File: src/rtl/autoshift_pkg.sv
package autoshift_pkg;

    // Register select codes shared by the write and read ports.
    localparam logic [1:0] SEL_MODE   = 2'd0;
    localparam logic [1:0] SEL_COUNT  = 2'd1;
    localparam logic [1:0] SEL_DATA   = 2'd2;
    localparam logic [1:0] SEL_STATUS = 2'd3;

    // Mode field layout: bit 0 operation, bit 1 direction.
    typedef struct packed {
        logic right;   // 1 = toward bit 0
        logic rot;     // 1 = wrap outgoing bit
    } mode_t;

    typedef enum logic [1:0] {
        ST_IDLE = 2'd0,
        ST_BUSY = 2'd1,
        ST_DONE = 2'd2
    } state_t;

endpackage

File: src/rtl/autoshift_cfg.sv
module autoshift_cfg
    import autoshift_pkg::*;
#(
    parameter int DATA_W = 8,
    parameter int CNT_W  = DATA_W
) (
    input  logic              clk,
    input  logic              rst_n,
    input  logic              wr_en,
    input  logic [1:0]        wr_sel,
    input  logic [DATA_W-1:0] wr_data,
    input  logic              busy,
    output mode_t             mode,
    output logic [CNT_W-1:0]  count
);

    logic cfg_open;
    assign cfg_open = wr_en && !busy;

    always_ff @(posedge clk or negedge rst_n) begin
        if (!rst_n) begin
            mode <= '0;
        end else if (cfg_open && wr_sel == SEL_MODE) begin
            mode <= mode_t'(wr_data[1:0]);
        end
    end

    always_ff @(posedge clk or negedge rst_n) begin
        if (!rst_n) begin
            count <= '0;
        end else if (cfg_open && wr_sel == SEL_COUNT) begin
            count <= wr_data[CNT_W-1:0];
        end
    end

endmodule

File: src/rtl/autoshift_ctrl.sv
module autoshift_ctrl
    import autoshift_pkg::*;
#(
    parameter int CNT_W = 8
) (
    input  logic             clk,
    input  logic             rst_n,
    input  logic             start,
    input  logic [CNT_W-1:0] count,
    output logic             load,
    output logic             step_en,
    output logic             busy,
    output logic             done
);

    state_t           state_q;
    state_t           state_d;
    logic [CNT_W-1:0] left_q;
    logic             zero_cnt;
    logic             last_step;

    assign zero_cnt  = (count == '0);
    assign last_step = (left_q == CNT_W'(1));

    // Next-state decision
    always_comb begin
        state_d = state_q;
        unique case (state_q)
            ST_IDLE, ST_DONE: begin
                if (start) state_d = zero_cnt ? ST_DONE : ST_BUSY;
            end
            ST_BUSY: begin
                if (start)          state_d = zero_cnt ? ST_DONE : ST_BUSY;
                else if (last_step) state_d = ST_DONE;
            end
            default: state_d = ST_IDLE;
        endcase
    end

    // State register
    always_ff @(posedge clk or negedge rst_n) begin
        if (!rst_n) state_q <= ST_IDLE;
        else        state_q <= state_d;
    end

    // Outputs
    always_comb begin
        load    = start;
        busy    = 1'b0;
        done    = 1'b0;
        step_en = 1'b0;
        unique case (state_q)
            ST_IDLE: ;
            ST_BUSY: begin
                busy    = 1'b1;
                step_en = !start;
            end
            ST_DONE: done = 1'b1;
            default: ;
        endcase
    end

    // Steps remaining
    always_ff @(posedge clk or negedge rst_n) begin
        if (!rst_n)       left_q <= '0;
        else if (start)   left_q <= count;
        else if (step_en) left_q <= left_q - CNT_W'(1);
    end

endmodule

File: src/rtl/autoshift_datapath.sv
module autoshift_datapath
    import autoshift_pkg::*;
#(
    parameter int DATA_W = 8
) (
    input  logic              clk,
    input  logic              rst_n,
    input  logic              load,
    input  logic              step_en,
    input  mode_t             mode,
    input  logic [DATA_W-1:0] operand,
    output logic [DATA_W-1:0] result
);

    localparam int MSB = DATA_W - 1;

    logic [DATA_W-1:0] stepped;
    logic              wrap_lo;   // enters bit 0 on a left step
    logic              wrap_hi;   // enters the top bit on a right step

    assign wrap_lo = mode.rot & result[MSB];
    assign wrap_hi = mode.rot & result[0];

    for (genvar i = 0; i < DATA_W; i++) begin : g_bit
        logic from_lo;
        logic from_hi;
        if (i == 0) begin : g_lo_edge
            assign from_lo = wrap_lo;
        end else begin : g_lo_mid
            assign from_lo = result[i-1];
        end
        if (i == MSB) begin : g_hi_edge
            assign from_hi = wrap_hi;
        end else begin : g_hi_mid
            assign from_hi = result[i+1];
        end
        assign stepped[i] = mode.right ? from_hi : from_lo;
    end

    always_ff @(posedge clk or negedge rst_n) begin
        if (!rst_n)       result <= '0;
        else if (load)    result <= operand;
        else if (step_en) result <= stepped;
    end

endmodule

File: src/rtl/autoshift_unit.sv
module autoshift_unit
    import autoshift_pkg::*;
#(
    parameter int DATA_W = 8
) (
    input  logic              clk,
    input  logic              rst_n,
    input  logic              wr_en,
    input  logic [1:0]        wr_sel,
    input  logic [DATA_W-1:0] wr_data,
    input  logic [1:0]        rd_sel,
    output logic [DATA_W-1:0] rd_data
);

    localparam int CNT_W = DATA_W;

    mode_t             cfg_mode;
    logic [CNT_W-1:0]  cfg_count;
    logic [DATA_W-1:0] res_w;
    logic              busy_w;
    logic              done_w;
    logic              load_w;
    logic              step_w;
    logic              start_w;

    assign start_w = wr_en && (wr_sel == SEL_DATA);

    autoshift_cfg #(.DATA_W(DATA_W), .CNT_W(CNT_W)) cfg_i (
        .clk(clk), .rst_n(rst_n), .wr_en(wr_en), .wr_sel(wr_sel),
        .wr_data(wr_data), .busy(busy_w), .mode(cfg_mode), .count(cfg_count)
    );

    autoshift_ctrl #(.CNT_W(CNT_W)) ctrl_i (
        .clk(clk), .rst_n(rst_n), .start(start_w), .count(cfg_count),
        .load(load_w), .step_en(step_w), .busy(busy_w), .done(done_w)
    );

    autoshift_datapath #(.DATA_W(DATA_W)) dp_i (
        .clk(clk), .rst_n(rst_n), .load(load_w), .step_en(step_w),
        .mode(cfg_mode), .operand(wr_data), .result(res_w)
    );

    always_comb begin
        rd_data = '0;
        unique case (rd_sel)
            SEL_MODE:   rd_data[1:0] = cfg_mode;
            SEL_COUNT:  rd_data      = cfg_count;
            SEL_DATA:   rd_data      = res_w;
            SEL_STATUS: rd_data[1:0] = {busy_w, done_w};
            default:    rd_data      = '0;
        endcase
    end

endmodule

File: config.mk
export PLATFORM = sky130hd
export DESIGN_NAME = autoshift_unit
export DESIGN_NICKNAME = d
export VERILOG_FILES = /design/src/rtl/autoshift_pkg.sv /design/src/rtl/autoshift_cfg.sv /design/src/rtl/autoshift_ctrl.sv /design/src/rtl/autoshift_datapath.sv /design/src/rtl/autoshift_unit.sv
export SDC_FILE = /design/constraint.sdc
export NUM_CORES = 1
export LEC_CHECK = 0
export BUFFER_PORTS_ARGS = -buffer_cell sky130_fd_sc_hd__buf_2
export CORE_ASPECT_RATIO = 0.8
export CORE_MARGIN = 10
export CORE_UTILIZATION = 50
export DETAILED_ROUTE_END_ITERATION = 10
export GPL_TIMING_DRIVEN = 0
export MAX_ROUTING_LAYER = met4
export PLACE_DENSITY = 0.71
export SLEW_MARGIN = 5
export SYNTH_ARGS = -nofsm -noshare
export SYNTH_HDL_FRONTEND = slang
export SYNTH_SLANG_ARGS = --single-unit
export TNS_END_PERCENT = 20
File: constraint.sdc
create_clock -name clk -period 1.8 [get_ports clk]
set_input_delay 0.09 -clock clk [delete_from_list [all_inputs] [get_ports clk]]
set_output_delay 0.09 -clock clk [all_outputs]
set_load 0.02 [all_outputs]
* Yosys cells after proc, flatten, opt, wreduce, memory -nomap -nowiden *
Cells that the tools add are included.

word-level totals
  register bits = 28
  logic and storage cells = 54

cells by class
  $add $sub $neg = 1
  equality and inequality tests = 10
  multiplexer cells = 22
  bitwise gates (word level) = 2
  reduce and logical (&&, ||, !) cells = 13

operator list
  kind                   count
  $mux W8                4
  $pmux W6 S2            1
  $mux W1                11
  $eq A2 B2 Y1 const B   4
  $eq A8 B1 Y1 const B   1
  $logic_not A8 Y1       1
  $mux W2                4
  $pmux W2 S4            1
  $sub A8 B1 Y8 const B  1
  $eq A2 B1 Y1 const B   3
  $logic_not A2 Y1       3
  $logic_and A1 B1 Y1    4
  $pmux W2 S2            1
  $ne A3 B1 Y1 const B   1
  $and A1 B1 Y1          2
  $logic_not A1 Y1       2
  $ne A2 B1 Y1 const B   1
  $reduce_and A2 Y1      1
  $reduce_bool A2 Y1     1
  $reduce_or A2 Y1       1

* Depth between registers and ports, before layout *
Gate-level depths: netlist of run 1.

  depth after elaboration = 6
  depth in mapped cells = 6
  gate-level depth less buffers = 5

* Cells and area by module *
Synthesis of run 1 repeated with hierarchy kept, for this count alone.

second synthesis, totals
  cells, all modules = 164
  area total of the unflattened synthesis = 1745.4 um^2

modules (own cells, without submodules)
  module              times used  cells each  area each (um^2)  sequential area each (um^2)
  autoshift_ctrl      1           67          618.1             250.2
  autoshift_datapath  1           46          484.2             200.2
  autoshift_cfg       1           23          431.7             250.2
  autoshift_unit      1           28          211.5             0.0

* Least setup slack after synthesis of run 1 *
No wires, ideal clock.

  path kind = register to register
  from = register ctrl_i.state_q[0]
  to = register, netlist name cfg_i.mode[0]
  library setup time = 0.125 ns
  data arrival time = 1.304 ns
  slack = 0.372 ns
  cell stages (with the launch flop) = 5
  path buffers = 1
  path through = dfrtp_1 > nor2b_1 > buf_2 > nor4b_4 > mux2_2

on the way
  word-level cells in the longest chain between the ends = 5

ends and longest elaborated chain
  item                    RTL line              text
  from (decl)             autoshift_ctrl.sv:16  state_t state_q;
  from (signal assigned)  autoshift_ctrl.sv:43  else state_q <= state_d;
  $eq A2 B1 Y1            autoshift_ctrl.sv:52  unique case (state_q)
  $mux W1                 autoshift_ctrl.sv:52
  $logic_not A1 Y1        autoshift_cfg.sv:18   assign cfg_open = wr_en && !busy;
  $logic_and A1 B1 Y1     autoshift_cfg.sv:18
  $logic_and A1 B1 Y1     autoshift_cfg.sv:23   end else if (cfg_open && wr_sel == SEL_MODE) begin

Every way passes these cells.
A chain may end at the register's enable or synchronous reset.

* Worst setup path after layout of run 1 *
  from = register ctrl_i.state_q[0]
  to = output rd_data[1]

on the way
  word-level cells in the longest chain between the ends = 3

ends and longest elaborated chain
  item          RTL line              text
  $eq A2 B1 Y1  autoshift_ctrl.sv:52
  $mux W1       autoshift_ctrl.sv:52
  $pmux W2 S4   autoshift_unit.sv:45  unique case (rd_sel)
  to (decl)     autoshift_unit.sv:12  output logic [DATA_W-1:0] rd_data

Every way passes these cells.

==> flow_summary.yaml, run 1 <==
critical_path:
  critPathKind: "flip-flop to primary output"
  start_kind: "flip-flop"
  path_max_fanout: 9
  crit_arrival_ns: 1.51
  cp_data_required_time_ns: 1.71
  setup.worst_path.end_class: "primary output"
synth:
  syn_nets: 193
  synth-edff-count: 0
  yosysUniqueCellTypes: 32
  ys.flop_type: "dfrtp_1"
  synth_common_cells: "28 x dfrtp_1, 21 x nand2_1, 18 x o21ai_0"
  netlist_area_um2: 1634
  netlist_instances: 172
  synth-seq-area-share_pct: 42.88
  synth_area_leader_cell: "dfrtp_1"
  muxShareOfSynthArea_pct: 9.877
  synth-compound-area-share_pct: 15.24
  avgSynthCellArea_um2: 9.500
  ys_ff_latch: 28
  yosysMostFrequentCell: "dfrtp_1"
  synth_warnings: 0
  synth_top_area_share_pct: 42.88
  synth-simple-area-share_pct: 19.91
  synthArstFlopShare_pct: 100.0
  synth_top_family_by_area: "simple AND/OR/NAND/NOR gates"
  synth_adder_area_share_pct: 4.594
  synth_xor_xnor_area_share_pct: 3.752
  synth_area_leaders: "dfrtp_1 43%, mux2_2 6.2%, o21ai_0 5.5%"
cts:
  post_cts_buffers: 0
  clk_transition_reported_paths_ns: 0.10
  cts_resized: 0
  postCtsHoldBufs: 1
  clk_latency_ns: 0.28
  root_buffer: "clkbuf_8"
  cts.sinks: 28
  h-tree-depth: 1
  cts_buffers: 3
  max-clock-path-buffers: 2
  cts_tree: "built"
floorplan:
  die_y_um: 71.13
  initial_core_util_pct: 52.58
  fp.dieW_um: 83.92
  num_rows: 18
  core_um2: 3108
  fp.dieArea_um2: 5969
  io_pins: 23
power_and_ir_drop:
  clkPwrFrac_pct: 14.7
  seqPwrFrac_pct: 47.0
  power.density_nw_per_um2: 1448
  leakagePower_nw: 0.8121
  p_int_w: 0.001606
  p_sw_w: 0.001086
  swShare_pct: 40.35
  peakVddDrop_uv: 842.1
  finalPower_w: 0.002692
  combPwrFrac_pct: 38.4
grt:
  antenna_found_initial: 0
  globalRouteTotalUtil_pct: 13.90
  grt_pass1_wl_um: 6706
  grt_max_degree: 29
  overflow: 0
  grt_pass1_vias: 1340
timing:
  rsz0062_at_grt: "no"
  finalCriticalPeriod_ns: 1.598
  slew_violations: 0
  min_period_over_period_pct: 88.78
  totalNegativeSetupSlack_ns: 0
  hold_viol: 0
  final.setup_skew_ns: 0.005524
  tightestPinTransition_ns: 0.6402
  setup_violations: 0
  worst_hold_slack_ns: 0.03548
  relSlewSlack_pct: 57.32
  max_freq_ghz: 0.6257
min_path:
  worstHoldPathType: "input port to flip-flop"
finish:
  area_growth_pct: 13.78
  nFillCells: 282
  drive_above_1_share_pct: 21.61
  fin_area_um2: 1859
  n_antenna_cell: 0
  layout.nets: 221
route:
  wl_um: 3951
  drt_iter0_markers: 124
  antenna_left: 0
  drt_pre_antenna_iters: 4
  vias: 1351
  drcViolationCount: 0
  m1WireLength_um: 1875
  routedWlPerCell_um: 16.53
  met2_length_um: 1868
  highest_layer: "met4"
  route.met3.wl_um: 181
  via_per_inst: 5.653
place:
  gp_congestion: 0.8689
  hpwl_um: 2976
  placed_area_um2: 1794
  io_buffers: 22
job:
  drv.max_cap_violation_count: 0
run_status:
  status: "complete, no violations"
## power groups by stage
stage | clock, W | combinational [W] | sequential [W]
2_1_floorplan | 0 | 0.000815 | 0.00116
3_3_place_gp | 0 | 0.000997 | 0.00125
3_5_place_dp | 0 | 0.00103 | 0.00127
4_1_cts | 0.000400 | 0.00104 | 0.00126
5_1_grt | 0.000431 | 0.00117 | 0.00131
6_report | 0.000395 | 0.00103 | 0.00126
## final cells by class
type	count	area (um2)	share of cell area [%]
Sequential cell	28	700.7	37.69
Clock buffer	4	55.05	2.961
Timing Repair Buffer	23	120.1	6.460
Multi-Input combinational cell	130	872.1	46.90
Tap cell	40	50.05	2.692
Inverter	5	18.77	1.009
Buffer	9	42.54	2.288
## routing by layer
metal,track usage [%],up-vias
met3,3.776,5
met4,2.412,0
li1,-,660
met1,17.65,651
met2,21.92,35
met5,-,-
## cells in the final DEF, fill, tap and decap left out, types with 2 or more instances in the layout
cell / count
a21oi_1: 13
a221oi_1: 2
a22oi_1: 6
buf_2: 26
clkbuf_1: 4
clkbuf_8: 4
dfrtp_1: 28
ha_1: 6
inv_1: 5
mux2_2: 9
mux2i_1: 6
nand2_1: 21
nand3_1: 4
nand3b_1: 2
nor2_1: 13
nor2b_1: 8
nor4_1: 3
o21ai_0: 18
xnor2_1: 2
xor2_1: 5
## critical path, stage by stage (launching register included)
cell	delay (ns)
dfrtp_1	0.45
nor2b_1	0.14
buf_2	0.23
a21oi_1	0.10
a21oi_1	0.12
buf_2	0.18
## registers in the layout, indices dropped and copies added, names as in the netlist
name            count
cfg_i.count         8
ctrl_i.state_q      2
dp_i.result         8
cfg_i.mode          2
ctrl_i.left_q       8
## path summary, 6_finish.rpt
kind	from	end	slack (ns)	cells past startpoint
setup reg to reg	ctrl_i.state_q[0]	cfg_i.mode[0]	0.24	4
setup / recovery	ctrl_i.state_q[0]	rd_data[1]	0.20	5
hold reg to reg	cfg_i.count[7]	ctrl_i.left_q[7]	0.55	2
max in group asynchronous	rst_n	dp_i.result[5]	1.02	2
min in group asynchronous	rst_n	ctrl_i.state_q[1]	0.36	2
hold / removal	wr_data[3]	dp_i.result[3]	0.04	3
## cells by family after synthesis
logic type      after synthesis
flops                        28
compound gates               43
simple gates                 59
fa+ha+maj                     6
mux                          15
xor+xnor                      7
buf+inv                      14
## per-stage QoR
| step | setup slack [ns] | cells | util, % |
|---|---|---|---|
| floorplan | 0.3715 | 172 | - |
| global placement | 0.2677 | 234 | 57.73 |
| detailed placement | 0.2479 | 234 | 57.73 |
| CTS | 0.1867 | 239 | 59.82 |
| global route | 0.02209 | 239 | 59.82 |
| finish | 0.2019 | 239 | 59.82 |
No activity file was read; power rests on OpenSTA's default activity.
==> run 2, diff against run 1 <==
--- a/config.mk
+++ b/config.mk
@@ -8,11 +8,11 @@
 export BUFFER_PORTS_ARGS = -buffer_cell sky130_fd_sc_hd__buf_2
 export CORE_ASPECT_RATIO = 0.8
 export CORE_MARGIN = 10
-export CORE_UTILIZATION = 50
+export CORE_UTILIZATION = 30
 export DETAILED_ROUTE_END_ITERATION = 10
 export GPL_TIMING_DRIVEN = 0
 export MAX_ROUTING_LAYER = met4
-export PLACE_DENSITY = 0.71
+export SETUP_SLACK_MARGIN = 0.5
 export SLEW_MARGIN = 5
 export SYNTH_ARGS = -nofsm -noshare
 export SYNTH_HDL_FRONTEND = slang
==> flow_summary.yaml, run 2 (same netlist as run 1, synthesis figures left out) <==
route:
  drt_pre_antenna_iters: 4
  wl_um: 4326
  drcViolationCount: 0
  drt_iter0_markers: 78
  via_per_inst: 5.184
  vias: 1410
  routedWlPerCell_um: 15.90
  antenna_left: 0
critical_path:
  crit_family: "compound AO/OA/AOI/OAI gates"
  worst_path_max_delay_cell: "dfrtp_1"
  path_buf_inv: 1
  crit_arrival_ns: 1.35
  path_max_fanout: 3
  slowest_delay_ns: 0.42
  path_common_cell: "a21oi_2"
  start_kind: "flip-flop"
  crit_start: "dp_i.result[1]"
  rr_worst_depth: 4
  crit_path_end: "rd_data[1]"
  setup.worst_path.end_class: "primary output"
  crit_chain: "a221o_1 -> a21oi_2 -> a21oi_2 -> buf_4"
  critPathKind: "flip-flop to primary output"
  cp_data_required_time_ns: 1.71
  r2r-end: "cfg_i.count[1]"
  cp_num_cells: 4
  reg2reg_from: "ctrl_i.state_q[1]"
  regToRegSetupSlack_ns: 0.37
place:
  dp_slack_ns: 0.2442
  hpwl_um: 3062
  gp_congestion: 0.8416
  io_buffers: 22
floorplan:
  die_y_um: 86.01
  num_rows: 23
  io_pins: 23
  fp.dieArea_um2: 8817
  core_um2: 5151
  initial_core_util_pct: 31.72
  fp.dieW_um: 102.5
cts:
  cts_tree: "built"
  h-tree-depth: 1
  clk_transition_reported_paths_ns: 0.10
  clk_latency_ns: 0.28
  cts.sinks: 28
  cts_buffers: 3
  max-clock-path-buffers: 2
  root_buffer: "clkbuf_8"
grt:
  overflow: 0
  met2_usage_pct: 14.64
  globalRouteTotalUtil_pct: 10.18
  grt_max_degree: 29
  use_met3_pct: 3.128
  use_met1_pct: 13.83
  antenna_found_initial: 0
  top_usage_layer: "met2"
  grt_pass1_vias: 1414
  grt_pass1_wl_um: 7010
finish:
  final_cell_mix: "26 x dfrtp_1, 21 x buf_2, 20 x nand2_1, 13 x nor2_1, 13 x o21ai_0"
  layout.nets: 232
  n_antenna_cell: 0
  largestRegisters: "cfg_i.count: 8 flops, ctrl_i.left_q: 8 flops, dp_i.result: 8 flops"
  post-route-util_pct: 40.78
  final_common_cell: "dfrtp_1"
  area_growth_pct: 28.56
  drive_above_1_share_pct: 32.38
power_and_ir_drop:
  peakVddDrop_uv: 774.2
  leakagePower_nw: 0.9104
  power.density_nw_per_um2: 1526
timing:
  finalWorstSetupSlack_ns: 0.3622
  relSlewSlack_pct: 58.18
  slew_violations: 0
  totalNegativeSetupSlack_ns: 0
  tightestPinTransition_ns: 0.6273
  rsz0062_at_grt: "yes"
  setup_violations: 0
  min_period_over_period_pct: 79.88
  max_freq_ghz: 0.6955
  hold_viol: 0
  final.setup_skew_ns: 0.008572
  finalCriticalPeriod_ns: 1.438
min_path:
  worstHoldPathType: "input port to flip-flop"
run_status:
  status: "complete, no violations"
job:
  drv.max_cap_violation_count: 0
==> run 2: cell types whose count changed in the layout (fill, tap and decap cells not counted), sizes merged <==
cell    before  now
buf         27   36
clkbuf       8    9
bufinv       0    1
==> run 2: worst min-delay path by stage <==
stage	from	to	slack, ns	cells past startpoint
after floorplan	rst_n	cfg_i.count[0]	-0.21	0
after global placement	rst_n	ctrl_i.left_q[0]	0.16	1
after detailed placement	rst_n	ctrl_i.state_q[0]	0.16	1
after CTS	wr_data[3]	dp_i.result[3]	0.02	3
after global routing	wr_data[3]	dp_i.result[3]	0.05	3
final	wr_data[4]	dp_i.result[4]	0.02	3
==> run 2: cell type report <==
type	count	area, um2
sequential	28	703.2
tap	62	77.57
buffer	9	55.05
inverter	5	18.77
clock buffer	3	41.29
clock inverter	1	30.03
multi-input combinational	130	955.9
timing repair buffer	34	219.0
fill	513	3050
==> run 2: where the power goes <==
group	switching, W	total (W)	internal (W)
registers	0.000389	0.00131	0.000924
logic	0.000664	0.00139	0.000726
clock network	0.000205	0.000503	0.000298
==> run 2: layer usage <==
| metal | wire length, um | vias up |
|---|---|---|
| li1 | - | 680 |
| met1 | 2113 | 690 |
| met2 | 1890 | 36 |
| met3 | 298 | 4 |
| met4 | 25 | 0 |
| met5 | 0 | - |
==> run 2: worst min-delay path: cells and delay by family <==
family / cells / cell delay (ns)
buffers and inverters: 1 / 0.09
AOI/OAI and AO/OA: 1 / 0.06
and+or+nand+nor: 1 / 0.04
==> run 2: timing repair <==
action | in CTS | in global routing
setup endpoints to repair | 28 | 35
endpoints found under the hold margin | 28 | 0
hold buffers | 1 | 0
buffers inserted | 7 | 4
gates resized for setup | 14 | 20
pin swaps | 3 | 6
==> run 2: per-stage QoR <==
stage | power, W | hold slack [ns] | cells | cell area [um2]
after detailed placement | 0.002313 | 0.1558 | 256 | 1822
after global placement | 0.002291 | 0.1554 | 256 | 1822
after floorplan | 0.001976 | -0.2056 | 172 | 1634
final | 0.003206 | 0.02457 | 272 | 2101
after global routing | 0.003431 | 0.04654 | 272 | 2101
after CTS | 0.003014 | 0.02500 | 268 | 2008
